`src/rtl/tamper_pkg.sv`:
```
package tamper_pkg;
  localparam int NUM_EV  = 10;
  localparam int REG_W   = 32;
  localparam int EV_LO_N = 8;
  localparam int ST_EV0  = 16;
  localparam int ST_TOVF = 2;
  localparam int ST_MOVF = 3;
  localparam int ST_VIOL = 0;
  localparam int ST_NVAL = 1;
  localparam int CT_RUN  = 3;
  localparam int CT_FHL  = 16;
  localparam int CT_SL   = 29;
  localparam int CT_HL   = 30;
  localparam int EV_TOVF = 8;
  localparam int EV_MOVF = 9;

  typedef enum logic [1:0] {
    SEL_CFG  = 2'd0,
    SEL_CTRL = 2'd1,
    SEL_STAT = 2'd2,
    SEL_IEN  = 2'd3
  } wr_sel_e;

  function automatic logic [NUM_EV-1:0] ev_of_word(input logic [REG_W-1:0] w);
    logic [NUM_EV-1:0] r;
    r = '0;
    for (int i = 0; i < EV_LO_N; i++) r[i] = w[ST_EV0+i];
    r[EV_TOVF] = w[ST_TOVF];
    r[EV_MOVF] = w[ST_MOVF];
    return r;
  endfunction

  function automatic logic [REG_W-1:0] word_of_ev(input logic [NUM_EV-1:0] e);
    logic [REG_W-1:0] w;
    w = '0;
    for (int i = 0; i < EV_LO_N; i++) w[ST_EV0+i] = e[i];
    w[ST_TOVF] = e[EV_TOVF];
    w[ST_MOVF] = e[EV_MOVF];
    return w;
  endfunction
endpackage

```
`src/rtl/tamper_evt_latch.sv`:
```
module tamper_evt_latch
  import tamper_pkg::*;
(
  input  logic              clk_i,
  input  logic              rst_ni,
  input  logic [NUM_EV-1:0] set_i,
  input  logic [NUM_EV-1:0] clr_i,
  input  logic              frozen_i,
  output logic [NUM_EV-1:0] flag_o
);
  logic [NUM_EV-1:0] flag_q;

  for (genvar g = 0; g < NUM_EV; g++) begin : g_flag
    always_ff @(posedge clk_i or negedge rst_ni) begin
      if (!rst_ni)       flag_q[g] <= 1'b0;
      else if (set_i[g]) flag_q[g] <= 1'b1;
      else if (clr_i[g]) flag_q[g] <= 1'b0;
    end
  end

  assign flag_o = flag_q;

  // no flag may fall while the unit is in failure-only
  a_r5_flags_hold: assert property (@(posedge clk_i) disable iff (!rst_ni)
    frozen_i |=> ((flag_q & $past(flag_q)) == $past(flag_q)));

  // a flag being set by its event cannot be low next cycle
  a_r12_set_wins: assert property (@(posedge clk_i) disable iff (!rst_ni)
    (set_i != '0) |=> ((flag_q & $past(set_i)) == $past(set_i)));
endmodule

```
`src/rtl/tamper_time_cnt.sv`:
```
module tamper_time_cnt #(
  parameter int CNT_W = 16
) (
  input  logic             clk_i,
  input  logic             rst_ni,
  input  logic             run_i,
  input  logic             tick_i,
  output logic [CNT_W-1:0] cnt_o,
  output logic             wrap_o
);
  localparam logic [CNT_W-1:0] CNT_MAX = '1;
  logic [CNT_W-1:0] cnt_q;
  logic             step;

  assign step   = run_i && tick_i;
  assign wrap_o = step && (cnt_q == CNT_MAX);

  always_ff @(posedge clk_i or negedge rst_ni) begin
    if (!rst_ni)   cnt_q <= '0;
    else if (step) cnt_q <= cnt_q + 1'b1;
  end

  assign cnt_o = cnt_q;

  // counter frozen when not running
  a_r4_frozen: assert property (@(posedge clk_i) disable iff (!rst_ni)
    !run_i |=> $stable(cnt_q));
endmodule

```
`src/rtl/tamper_state.sv`:
```
module tamper_state
  import tamper_pkg::*;
(
  input  logic              clk_i,
  input  logic              rst_ni,
  input  logic              sys_por_i,
  input  logic              wr_en_i,
  input  logic [1:0]        wr_sel_i,
  input  logic [REG_W-1:0]  wr_data_i,
  input  logic [NUM_EV-1:0] hit_i,
  input  logic [NUM_EV-1:0] flag_i,
  output logic [NUM_EV-1:0] cfg_o,
  output logic [REG_W-1:0]  ctrl_o,
  output logic              viol_o,
  output logic              nval_o,
  output logic              irq_en_o,
  output logic              fail_only_o
);
  localparam logic [REG_W-1:0] LOCK_MASK =
    (REG_W'(1) << CT_FHL) | (REG_W'(1) << CT_SL) | (REG_W'(1) << CT_HL);
  localparam logic [REG_W-1:0] RUN_MASK = REG_W'(1) << CT_RUN;

  logic [NUM_EV-1:0] cfg_q;
  logic [REG_W-1:0]  ctrl_q, ctrl_d;
  logic              viol_q, nval_q, ien_q;
  logic              wr_cfg, wr_ctrl, wr_stat, wr_ien;
  logic              fail_only, cfg_locked, viol_clr_ok;

  assign wr_cfg  = wr_en_i && (wr_sel_i == SEL_CFG);
  assign wr_ctrl = wr_en_i && (wr_sel_i == SEL_CTRL);
  assign wr_stat = wr_en_i && (wr_sel_i == SEL_STAT);
  assign wr_ien  = wr_en_i && (wr_sel_i == SEL_IEN);

  assign fail_only   = viol_q && !nval_q;
  assign cfg_locked  = ctrl_q[CT_SL] || ctrl_q[CT_HL] || fail_only;
  assign viol_clr_ok = nval_q && (cfg_q == '0) && (flag_i == '0) && !ctrl_q[CT_FHL];

  always_comb begin
    ctrl_d = ctrl_q;
    if (wr_ctrl) ctrl_d = (ctrl_q & LOCK_MASK) | (wr_data_i & (LOCK_MASK | RUN_MASK));
    if (sys_por_i) ctrl_d[CT_SL] = 1'b0;
  end

  always_ff @(posedge clk_i or negedge rst_ni) begin
    if (!rst_ni) begin
      cfg_q  <= '0;
      ctrl_q <= '0;
      viol_q <= 1'b0;
      nval_q <= 1'b1;
      ien_q  <= 1'b0;
    end else begin
      ctrl_q <= ctrl_d;
      if (wr_cfg && !cfg_locked) cfg_q <= wr_data_i[NUM_EV-1:0];
      if (wr_ien) ien_q <= wr_data_i[0];
      if (hit_i != '0) viol_q <= 1'b1;
      else if (wr_stat && wr_data_i[ST_VIOL] && viol_clr_ok) viol_q <= 1'b0;
      if (sys_por_i && viol_q && !ctrl_q[CT_FHL]) nval_q <= 1'b1;
      else if (wr_stat && wr_data_i[ST_NVAL] && !viol_q) nval_q <= 1'b0;
    end
  end

  assign cfg_o       = cfg_q;
  assign ctrl_o      = ctrl_q;
  assign viol_o      = viol_q;
  assign nval_o      = nval_q;
  assign irq_en_o    = ien_q;
  assign fail_only_o = fail_only;

  // violation only falls from a clean failure-plus-non-valid state
  a_r8_viol_clear_order: assert property (@(posedge clk_i) disable iff (!rst_ni)
    $fell(viol_q) |-> ($past(nval_q) && ($past(cfg_q) == '0) &&
                       ($past(flag_i) == '0) && !$past(ctrl_q[CT_FHL])));

  // non-valid only falls after the violation is gone
  a_r9_nval_last: assert property (@(posedge clk_i) disable iff (!rst_ni)
    $fell(nval_q) |-> !$past(viol_q));

  // failure-only persists until a system reset
  a_r5_fail_sticky: assert property (@(posedge clk_i) disable iff (!rst_ni)
    (fail_only && !sys_por_i) |=> viol_q);

  // hard locks never fall without battery reset
  a_r10_hard_lock: assert property (@(posedge clk_i) disable iff (!rst_ni)
    ctrl_q[CT_HL] |=> ctrl_q[CT_HL]);
  a_r10_fail_lock: assert property (@(posedge clk_i) disable iff (!rst_ni)
    ctrl_q[CT_FHL] |=> ctrl_q[CT_FHL]);

  // locked configuration stays put
  a_r7_cfg_locked: assert property (@(posedge clk_i) disable iff (!rst_ni)
    (ctrl_q[CT_SL] || ctrl_q[CT_HL]) |=> $stable(cfg_q));
endmodule

```
`src/rtl/tamper_sec_mon.sv`:
```
module tamper_sec_mon
  import tamper_pkg::*;
#(
  parameter int CNT_W = 16
) (
  input  logic              clk_i,
  input  logic              rst_ni,
  input  logic              sys_por_i,
  input  logic              wr_en_i,
  input  logic [1:0]        wr_sel_i,
  input  logic [REG_W-1:0]  wr_data_i,
  input  logic [NUM_EV-1:0] event_i,
  input  logic              tick_i,
  output logic [NUM_EV-1:0] cfg_o,
  output logic [REG_W-1:0]  ctrl_o,
  output logic [REG_W-1:0]  status_o,
  output logic              irq_en_o,
  output logic              irq_o,
  output logic [CNT_W-1:0]  cnt_o
);
  logic [NUM_EV-1:0] cfg, flags, ev_all, hit, clr;
  logic [REG_W-1:0]  ctrl;
  logic              viol, nval, ien, fail_only, wrap, run;

  assign ev_all = event_i | (NUM_EV'(wrap) << EV_TOVF);
  assign hit    = ev_all & cfg;
  assign clr    = (wr_en_i && (wr_sel_i == SEL_STAT) && !fail_only) ?
                  ev_of_word(wr_data_i) : '0;
  assign run    = ctrl[CT_RUN] && !viol && !nval;

  tamper_state u_state (
    .clk_i, .rst_ni, .sys_por_i, .wr_en_i, .wr_sel_i, .wr_data_i,
    .hit_i(hit), .flag_i(flags), .cfg_o(cfg), .ctrl_o(ctrl),
    .viol_o(viol), .nval_o(nval), .irq_en_o(ien), .fail_only_o(fail_only)
  );

  tamper_evt_latch u_latch (
    .clk_i, .rst_ni, .set_i(hit), .clr_i(clr), .frozen_i(fail_only), .flag_o(flags)
  );

  tamper_time_cnt #(.CNT_W(CNT_W)) u_cnt (
    .clk_i, .rst_ni, .run_i(run), .tick_i, .cnt_o, .wrap_o(wrap)
  );

  assign cfg_o    = cfg;
  assign ctrl_o   = ctrl;
  assign irq_en_o = ien;
  assign irq_o    = viol && ien;
  assign status_o = word_of_ev(flags) |
                    (REG_W'(viol) << ST_VIOL) | (REG_W'(nval) << ST_NVAL);

  // an enabled event always leaves the violation flag set
  a_r2_hit_viol: assert property (@(posedge clk_i) disable iff (!rst_ni)
    (hit != '0) |=> status_o[ST_VIOL]);

  // interrupt never without the violation flag
  a_r11_irq_src: assert property (@(posedge clk_i) disable iff (!rst_ni)
    irq_o |-> (status_o[ST_VIOL] && irq_en_o));
endmodule

```
`config.mk`:
```
export PLATFORM = sky130hd
export DESIGN_NAME = tamper_sec_mon
export DESIGN_NICKNAME = d
export VERILOG_FILES = /design/src/rtl/tamper_pkg.sv /design/src/rtl/tamper_evt_latch.sv /design/src/rtl/tamper_time_cnt.sv /design/src/rtl/tamper_state.sv /design/src/rtl/tamper_sec_mon.sv
export SDC_FILE = /design/constraint.sdc
export NUM_CORES = 1
export LEC_CHECK = 0
export BUFFER_PORTS_ARGS = -buffer_cell sky130_fd_sc_hd__buf_2
export CORE_MARGIN = 5
export CORE_UTILIZATION = 46
export DETAILED_ROUTE_END_ITERATION = 10
export PLACE_DENSITY = 0.86
export SYNTH_ARGS = -nofsm -noshare
export SYNTH_HDL_FRONTEND = slang
export SYNTH_SLANG_ARGS = --single-unit
```
`constraint.sdc`:
```
create_clock -name clk_i -period 2.8 [get_ports clk_i]
set_input_delay 0.14 -clock clk_i [delete_from_list [all_inputs] [get_ports clk_i]]
set_output_delay 0.14 -clock clk_i [all_outputs]
set_load 0.1 [all_outputs]
```
==> results of run 1 <==
power groups by stage:
| stage | combinational, mW | sequential (mW) | clock [mW] |
|---|---|---|---|
| 2_1_floorplan | 0.486 | 1.62 | 0 |
| 3_3_place_gp | 1.41 | 0.862 | 0 |
| 3_5_place_dp | 1.42 | 0.867 | 0 |
| 4_1_cts | 1.42 | 0.854 | 0.582 |
| 5_1_grt | 1.45 | 0.875 | 0.608 |
| 6_report | 1.42 | 0.860 | 0.569 |
sequential cells by signal, summed over array words and instances (netlist names):
signal,count
u_state.nval_o,1
u_state.cfg_o,10
u_state.irq_en_o,1
u_state.viol_o,1
u_cnt.cnt_o,16
u_latch.flag_o,10
u_state.ctrl_o,4
kinds of logic after synthesis:
group | after synthesis | synth area share (%)
buffers and inverters | 55 | 17.2
DFF | 43 | 46.8
other | 1 | 0.163
AOI/OAI and AO/OA | 22 | 8.43
and+or+nand+nor | 60 | 14.7
muxes | 13 | 6.36
xor gates and xnor gates | 15 | 5.71
adders and majority gates | 1 | 0.544
through the flow:
| step | cells | util (%) | setup WS (ns) |
|---|---|---|---|
| 2_1_floorplan | 257 | - | 0.696 |
| 6_report | 360 | 56.7 | 1.02 |
| 5_1_grt | 360 | 56.7 | 0.913 |
| 3_5_place_dp | 352 | 53.8 | 1.02 |
| 4_1_cts | 360 | 56.7 | 0.993 |
| 3_3_place_gp | 352 | 53.8 | 1.03 |
cell type report:
type | instances | area [µm²]
well taps | 67 | 83.8
fillers | 432 | 2070
clock buffers | 5 | 68.8
inverters | 3 | 11.3
multi-input cells | 159 | 1000
clock inverters | 3 | 67.6
repair buffers | 80 | 400
flip-flops and latches | 43 | 1080
layer usage:
layer	share of wire (%)	vias to the layer above	GRT usage, %
li1	-	792	-
met2	50	104	28.5
met5	0	-	0
met3	10	4	5.38
met1	39	847	18.8
met4	0.87	0	5.24
path summary, 6_finish.rpt:
| kind | startpoint | to | slack (ns) |
|---|---|---|---|
| max in group asynchronous | rst_ni | u_cnt.cnt_o[8]$_DFFE_PN0P_ | 2.23 |
| worst max-delay path | u_state.nval_o$_DFFE_PN1P_ | u_state.cfg_o[9]$_DFFE_PN0P_ | 1.02 |
| worst max register to register | u_state.nval_o$_DFFE_PN1P_ | u_state.cfg_o[9]$_DFFE_PN0P_ | 1.02 |
| worst min register to register | u_cnt.cnt_o[14]$_DFFE_PN0P_ | u_cnt.cnt_o[14]$_DFFE_PN0P_ | 0.50 |
| min in group clk_i | sys_por_i | u_state.ctrl_o[29]$_DFFE_PN0P_ | 0.01 |
| worst min-delay path | rst_ni | u_state.irq_en_o$_DFFE_PN0P_ | -0.01 |
cells in the final DEF (no fill, tap or decap), types with 2 or more instances in the layout:
| cell type | Yosys | layout |
|---|---|---|
| conb_1 | 1 | 48 |
| xnor2_1 | 9 | 9 |
| a22o_1 | 9 | 9 |
| bufinv_16 | 0 | 2 |
| a21o_1 | 3 | 3 |
| nor4b_1 | 2 | 2 |
| clkbuf_8 | 0 | 5 |
| nor3_1 | 5 | 5 |
| a22oi_1 | 3 | 3 |
| nand3_1 | 5 | 5 |
| nor2_1 | 6 | 6 |
| xor2_1 | 6 | 6 |
| inv_1 | 3 | 3 |
| o21ai_0 | 2 | 2 |
| nand2_1 | 22 | 22 |
| nand4_1 | 5 | 5 |
| mux2_2 | 13 | 13 |
| buf_2 | 2 | 80 |
| nor4_1 | 3 | 3 |
| and3_1 | 2 | 2 |
| dfrtp_1 | 42 | 42 |
==> run summary, run 1 <==
Initial Util -> 48.1%
PortBufs -> 80
share of cells above drive strength 1 -> 37.2%
die footprint -> 6520 µm²
Worst-Skew Late Latency -> 0.29 ns
# nets final -> 342
top post-synthesis cells by area -> dfrtp_1 46%, buf_4 16%, mux2_2 6.4%
CP top delay family -> flip-flops
Core ar. -> 4790 µm²
Die H -> 80.7 µm
H-tree depth -> 2
Tmin final -> 1.78 ns
Yosys reg bits -> 43
Vias/cell -> 4.85
Placement Cell Area -> 2580 µm²
vias in the first global route -> 1783
async set-reset flop share out of synthesis -> 100%
vias -> 1747
Die W -> 80.7 µm
Lkg Pwr -> 1.43 nW
critical path's slowest cell -> dfstp_2
CP Capture Type -> flip-flop
worst path arrival time -> 1.96 ns
worst-margin pin slew -> 0.934 ns
Synth area leader -> dfrtp_1
CTS tree -> yes
cells along the critical path -> inv_1, nand2_1, nand4b_1, mux2_2
area share of the leading cell type in the synthesized netlist -> 45.7%
# IOs -> 141
CP Class -> flip-flop to flip-flop
Sw Share -> 55.3%
hold crit path type -> primary input to async pin
Slew Viols, Final -> 0
post-CTS sizing -> 0
post-CTS setup buffer count -> 0
most common cell in the netlist -> buf_4
Power Dens Cells -> 1050 nW/µm²
Pint -> 1.27 mW
Relative slew margins -> 37.7%
Reg clk slew, reported paths -> 0.08 ns
crit-path max cell delay -> 0.59 ns
Post-Syn Area per Cell -> 11.0 µm²
Comb power frac -> 49.8%
GP Congestion -> 0.822
row count -> 25
clk sinks -> 43
Worst EP required -> 2.97 ns
failing checks -> hold timing
cell area after layout -> 2710 µm²
Routed wire per std cell -> 14.6 µm
DRC -> 0
fraction of power consumed by sequential logic -> 30.2%
# setup viols final -> 0
Max Fclk -> 561 MHz
Fin Setup TNS -> 0 ns
Antenna diodes -> 0
outcome -> finished with violations
Pwr Total -> 2.85 mW
commonest cells in the netlist -> 50 x buf_4, 42 x dfrtp_1, 22 x nand2_1
DPL Wire Length -> 4190 µm
antenna violations before repair -> 0
hold_buf cts -> 0
First-pass DRT Iterations -> 4
CP Depth -> 4
max_cap viols -> 0
synth-to-layout area growth -> 17.9%
clock share of power -> 20.0%
largest net degree at the start of global routing -> 44
DR iter-0 viols -> 75
Syn Std Cell Area -> 2300 µm²
Clock Skew -> 0.00653 ns
cells after synthesis -> 210
VDD IR max -> 0.000977 V
r2r worst-path depth -> 4
Yosys cell types -> 37
RSZ-0062 raised after global routing -> false
P_sw -> 1.57 mW
Tcrit/Tclk final -> 63.6%
ANT nets after route -> 0
grt total ovfl -> 0
Synth Flop Type -> dfrtp_1
EDFF count, synth -> 0
CTS root buf -> clkbuf_8
Synthesis Warnings -> 0
CP startpoint kind -> flip-flop
Crit Path Max Fanout -> 10
Fin. Hold Viols -> 18
Worst Path Buf+Inv -> 1
Seq/Total Area, Yosys -> 46.8%
WHS -> -0.0146 ns
Detailed Route WL -> 5260 µm
CTS Buf Count -> 5
clock buffer depth -> 2
first-pass GRT wire length -> 8130 µm
Tot GR Track Use -> 16.3%
Power figures use the tool's default switching activity.
==> inputs of run 2 (changes only) <==
--- a/config.mk
+++ b/config.mk
@@ -7,9 +7,9 @@
 export LEC_CHECK = 0
 export BUFFER_PORTS_ARGS = -buffer_cell sky130_fd_sc_hd__buf_2
 export CORE_MARGIN = 5
-export CORE_UTILIZATION = 46
+export CORE_UTILIZATION = 43
 export DETAILED_ROUTE_END_ITERATION = 10
-export PLACE_DENSITY = 0.86
+export PLACE_DENSITY = 0.81
 export SYNTH_ARGS = -nofsm -noshare
 export SYNTH_HDL_FRONTEND = slang
 export SYNTH_SLANG_ARGS = --single-unit
==> constraint.sdc (replaced) <==
create_clock -name clk_i -period 1.7 [get_ports clk_i]
set_input_delay 0.085 -clock clk_i [delete_from_list [all_inputs] [get_ports clk_i]]
set_output_delay 0.085 -clock clk_i [all_outputs]
set_load 0.1 [all_outputs]
==> run 2 against run 1 <==
The run now ends clean. Count of clock-buffer cells in the layout is 1 higher. Core utilization shrank 2.1 points. Register-to-register slack got worse by 0.92 ns. Final area is 3.4% higher. Clock skew is essentially flat. Die area increased by 6.1%. Flip-flop and latch count is the same. Largest power group unchanged.
==> run summary, run 2 (synthesis results as in run 1) <==
Pint -> 1.84 mW
clock share of power -> 14.2%
Clock Skew -> 0.00650 ns
Die H -> 83.2 µm
grt total ovfl -> 0
most frequent cells in the layout -> 80 x buf_2, 48 x conb_1, 27 x dfrtp_2
fraction of power consumed by sequential logic -> 32.5%
cell area after layout -> 2800 µm²
CTS root buf -> clkbuf_8
Slew Viols, Final -> 0
die footprint -> 6910 µm²
First-pass DRT Iterations -> 4
vias in the first global route -> 1792
outcome -> completed
worst path arrival time -> 1.77 ns
most common cell after layout, fill and taps aside -> buf_2
Tmin final -> 1.60 ns
Max Fclk -> 624 MHz
share of cells above drive strength 1 -> 48.5%
CTS tree -> yes
DRC -> 0
Routed wire per std cell -> 14.4 µm
max_cap viols -> 0
Worst EP required -> 1.87 ns
final setup margin -> 0.0969 ns
final non-filler cell total -> 371
Crit Path Max Fanout -> 6
Die W -> 83.2 µm
vias -> 1714
P_sw -> 2.58 mW
GP Congestion -> 0.829
Worst-Skew Late Latency -> 0.29 ns
# setup viols final -> 0
Detailed Route WL -> 5340 µm
synth-to-layout area growth -> 21.9%
Inst Count DP -> 360
CP Class -> flip-flop to flip-flop
# nets final -> 350
DPL Wire Length -> 4260 µm
VDD IR max -> 0.00128 V
hold crit path type -> primary input to flip-flop
Fin. Hold Viols -> 0
largest net degree at the start of global routing -> 25
Vias/cell -> 4.62
Initial Util -> 44.8%
CTS Buf Count -> 5
Pwr Total -> 4.42 mW
row count -> 26
Core ar. -> 5140 µm²
Sw Share -> 58.3%
Reg clk slew, reported paths -> 0.08 ns
pre-CTS setup slack -> 0.0645 ns
CP Capture Type -> flip-flop
Tcrit/Tclk final -> 94.3%
ANT nets after route -> 0
Fin Setup TNS -> 0 ns
Antenna diodes -> 0
Tot GR Track Use -> 15.5%
# IOs -> 141
clk sinks -> 43
antenna violations before repair -> 0
H-tree depth -> 2
DR iter-0 viols -> 43
Placement Cell Area -> 2680 µm²
Comb power frac -> 53.3%
post-CTS setup buffer count -> 0
Lkg Pwr -> 1.41 nW
Power Dens Cells -> 1580 nW/µm²
first-pass GRT wire length -> 8740 µm
# fillers -> 490
PortBufs -> 80
clock buffer depth -> 2
CP startpoint kind -> flip-flop
Largest register FFs -> 16
-- run 2: final cells by class --
| cell class | instances | area, µm² | area share (%) |
|---|---|---|---|
| clock buffer | 6 | 72.6 | 2.59 |
| inverter | 3 | 11.3 | 0.402 |
| timing repair buffer | 88 | 480 | 17.1 |
| tap | 70 | 87.6 | 3.12 |
| sequential | 43 | 1120 | 40.0 |
| multi-input combinational | 159 | 1020 | 36.3 |
| clock inverter | 2 | 12.5 | 0.446 |
-- run 2: per-layer routing --
metal,share of wire (%),track usage [%],vias to the layer above
met5,0,0,-
met4,0.96,5.20,0
met3,7.9,4.65,5
met2,53,28.4,68
met1,38,17.1,832
li1,-,-,809
-- run 2: timing repair --
action | CTS | global route
gates resized for setup | 0 | 2
hold endpoints to repair | 21 | 0
hold buffers | 3 | 0
setup endpoints to repair | 0 | 1
-- run 2: power by group through the flow --
stage | sequential [mW] | clock (mW) | combinational [mW]
3_3_place_gp | 1.43 | 0 | 2.34
3_5_place_dp | 1.44 | 0 | 2.35
4_1_cts | 1.43 | 0.649 | 2.36
2_1_floorplan | 2.70 | 0 | 0.798
5_1_grt | 1.47 | 0.690 | 2.42
6_report | 1.44 | 0.629 | 2.36
-- run 2: stage by stage --
stage	hold WS (ns)	util [%]
finish	0.0165	54.6
global route	0.00725	54.6
CTS	0.00940	54.3
detailed placement	0.0613	52.1
global placement	0.0619	52.1
floorplan	-0.211	-
-- run 2: worst max-delay path, stage by stage, from the launching register on --
cell,delay (ns)
dfstp_2,0.58
nor4b_2,0.21
nand4_1,0.11
o31a_1,0.28
or3_1,0.31
-- run 2: worst paths after layout --
| path | startpoint | to | slack [ns] | cells after the start |
|---|---|---|---|---|
| worst min register to register | u_cnt.cnt_o[10]$_DFFE_PN0P_ | u_cnt.cnt_o[10]$_DFFE_PN0P_ | 0.48 | 1 |
| max in group asynchronous | rst_ni | u_state.nval_o$_DFFE_PN1P_ | 0.86 | 3 |
| worst min-delay path | wr_data_i[4] | u_state.cfg_o[4]$_DFFE_PN0P_ | 0.02 | 2 |
| min in group asynchronous | rst_ni | u_latch.flag_o[1]$_DFFE_PN0P_ | 0.28 | 2 |
| worst max-delay path | u_state.nval_o$_DFFE_PN1P_ | u_state.viol_o$_DFFE_PN0P_ | 0.1 | 4 |
| worst max register to register | u_state.nval_o$_DFFE_PN1P_ | u_state.viol_o$_DFFE_PN0P_ | 0.1 | 4 |
==> inputs of run 3 (changes only) <==
--- a/config.mk
+++ b/config.mk
@@ -8,8 +8,10 @@
 export BUFFER_PORTS_ARGS = -buffer_cell sky130_fd_sc_hd__buf_2
 export CORE_MARGIN = 5
 export CORE_UTILIZATION = 43
+export CTS_CLUSTER_DIAMETER = 200
 export DETAILED_ROUTE_END_ITERATION = 10
 export PLACE_DENSITY = 0.81
+export SETUP_SLACK_MARGIN = 0.1
 export SYNTH_ARGS = -nofsm -noshare
 export SYNTH_HDL_FRONTEND = slang
 export SYNTH_SLANG_ARGS = --single-unit
==> run 3 against run 2 <==
Wire length rose by 3.0%. Sequential power about the same. Count of clock-buffer cells in the layout is 1 higher. Register-to-register slack improved by 0.06 ns. Setup slack better by 0.059 ns. Non-clock buffer count rose by 3. Maximum frequency is 3.8% higher. Die area is the same. Clock skew grew 0.00092 ns.
==> run summary, run 3 (synthesis results as in run 1) <==
ANT nets after route -> 0
Power Dens Cells -> 1560 nW/µm²
Antenna diodes -> 0
CP Capture Type -> flip-flop
Worst-Skew Late Latency -> 0.29 ns
Crit Path Max Fanout -> 5
hold crit path type -> primary input to flip-flop
First-pass DRT Iterations -> 4
DPL Wire Length -> 4400 µm
Lkg Pwr -> 1.44 nW
Reg clk slew, reported paths -> 0.08 ns
Clock Skew -> 0.00742 ns
H-tree depth -> 2
Max Fclk -> 647 MHz
worst-margin pin slew -> 0.543 ns
Pwr Total -> 4.54 mW
antenna violations before repair -> 0
Slew Viols, Final -> 0
WHS -> 0.0201 ns
Tot GR Track Use -> 15.9%
final non-filler cell total -> 374
Critical Path End -> u_state.viol_o$_DFFE_PN0P_
pre-CTS setup slack -> 0.0621 ns
CP startpoint kind -> flip-flop
synth-to-layout area growth -> 26.3%
VDD IR max -> 0.00103 V
CTS tree -> yes
Die W -> 83.2 µm
largest net degree at the start of global routing -> 24
Vias/cell -> 4.68
Fin. Hold Viols -> 0
DRC -> 0
clock buffer depth -> 2
DR iter-0 viols -> 42
# IOs -> 141
CP startpoint -> u_state.cfg_o[7]$_DFFE_PN0P_
CTS root buf -> clkbuf_8
outcome -> completed
Worst EP required -> 1.87 ns
most frequent cells in the layout -> 80 x buf_2, 48 x conb_1, 26 x dfrtp_2
grt total ovfl -> 0
clk sinks -> 43
CP Class -> flip-flop to flip-flop
share of cells above drive strength 1 -> 52.3%
worst path arrival time -> 1.72 ns
Core ar. -> 5140 µm²
final setup margin -> 0.155 ns
Routed wire per std cell -> 14.7 µm
die footprint -> 6910 µm²
Detailed Route WL -> 5500 µm
Largest register FFs -> 16
# nets final -> 353
# setup viols final -> 0
Tcrit/Tclk final -> 90.9%
Initial Util -> 44.8%
FF-to-FF Start -> u_state.cfg_o[7]$_DFFE_PN0P_
Critical R2R Capture -> u_state.viol_o$_DFFE_PN0P_
most common cell after layout, fill and taps aside -> buf_2
Relative slew margins -> 63.8%
FF-to-FF setup slack -> 0.16 ns
PortBufs -> 80
CTS Buf Count -> 5
RSZ-0062 raised after global routing -> true
Die H -> 83.2 µm
max_cap viols -> 0
Tmin final -> 1.54 ns
r2r worst-path depth -> 4
first-pass GRT wire length -> 8950 µm
GP Congestion -> 0.798
row count -> 26
Inst Count DP -> 361
vias in the first global route -> 1797
vias -> 1752
run 3: changes by cell type in the layout (fill, tap and decap cells not counted), sizes merged:
cell,change
clkbuf,+1
buf,+3
clkinvlp,-1
run 3: how the worst min path moves through the flow:
stage | cells after the start | startpoint | to | slack [ns]
4_1_cts | 2 | wr_data_i[7] | u_state.cfg_o[7]$_DFFE_PN0P_ | 0.01
6_report | 2 | wr_data_i[7] | u_state.cfg_o[7]$_DFFE_PN0P_ | 0.02
3_3_place_gp | 1 | rst_ni | u_cnt.cnt_o[5]$_DFFE_PN0P_ | 0.09
2_1_floorplan | 0 | rst_ni | u_cnt.cnt_o[11]$_DFFE_PN0P_ | -0.21
3_5_place_dp | 1 | rst_ni | u_cnt.cnt_o[6]$_DFFE_PN0P_ | 0.1
5_1_grt | 2 | wr_data_i[4] | u_state.cfg_o[4]$_DFFE_PN0P_ | 0.004
run 3: timing repair:
item,in CTS,in global routing
pin swaps,0,2
endpoints found under the hold margin,23,0
endpoints found under the setup margin,1,3
setup buffers,0,2
resized for setup,1,6
hold buffers,3,0
run 3: area by class of cell:
cell class	count	area, µm²
Fill cell	473	2230
Inverter	3	11.3
Tap cell	70	87.6
Timing Repair Buffer	91	503
Clock buffer	7	86.3
Clock inverter	1	5.00
Sequential cell	43	1150
Multi-Input combinational cell	159	1060
run 3: worst max-delay path, cell delays in order, from the launching register on:
cell	delay [ns]
dfrtp_2	0.44
nor4_1	0.28
nand4_1	0.12
o31a_1	0.24
or3_1	0.34
run 3: power by group:
part	switching (mW)	total [mW]	internal (mW)
Clock	0.334	0.662	0.328
Combinational	2.04	2.42	0.372
Sequential	0.230	1.46	1.23
run 3: per-stage QoR:
stage	utilization, %	setup TNS (ns)	area, µm²
2_1_floorplan	-	-0.0323	2560
3_3_place_gp	52.9	0	2720
3_5_place_dp	52.9	0	2720
4_1_cts	55.4	0	2850
5_1_grt	56.5	0	2910
6_report	56.5	0	2910
run 3: metal layers:
layer / global-route usage [%] / share of wire [%] / vias to the layer above
met2: 26.2 / 51 / 82
li1: - / - / 817
met3: 6.04 / 9.3 / 2
met4: 3.12 / 0.35 / 0
met5: 0 / 0 / -
met1: 20.0 / 39 / 851
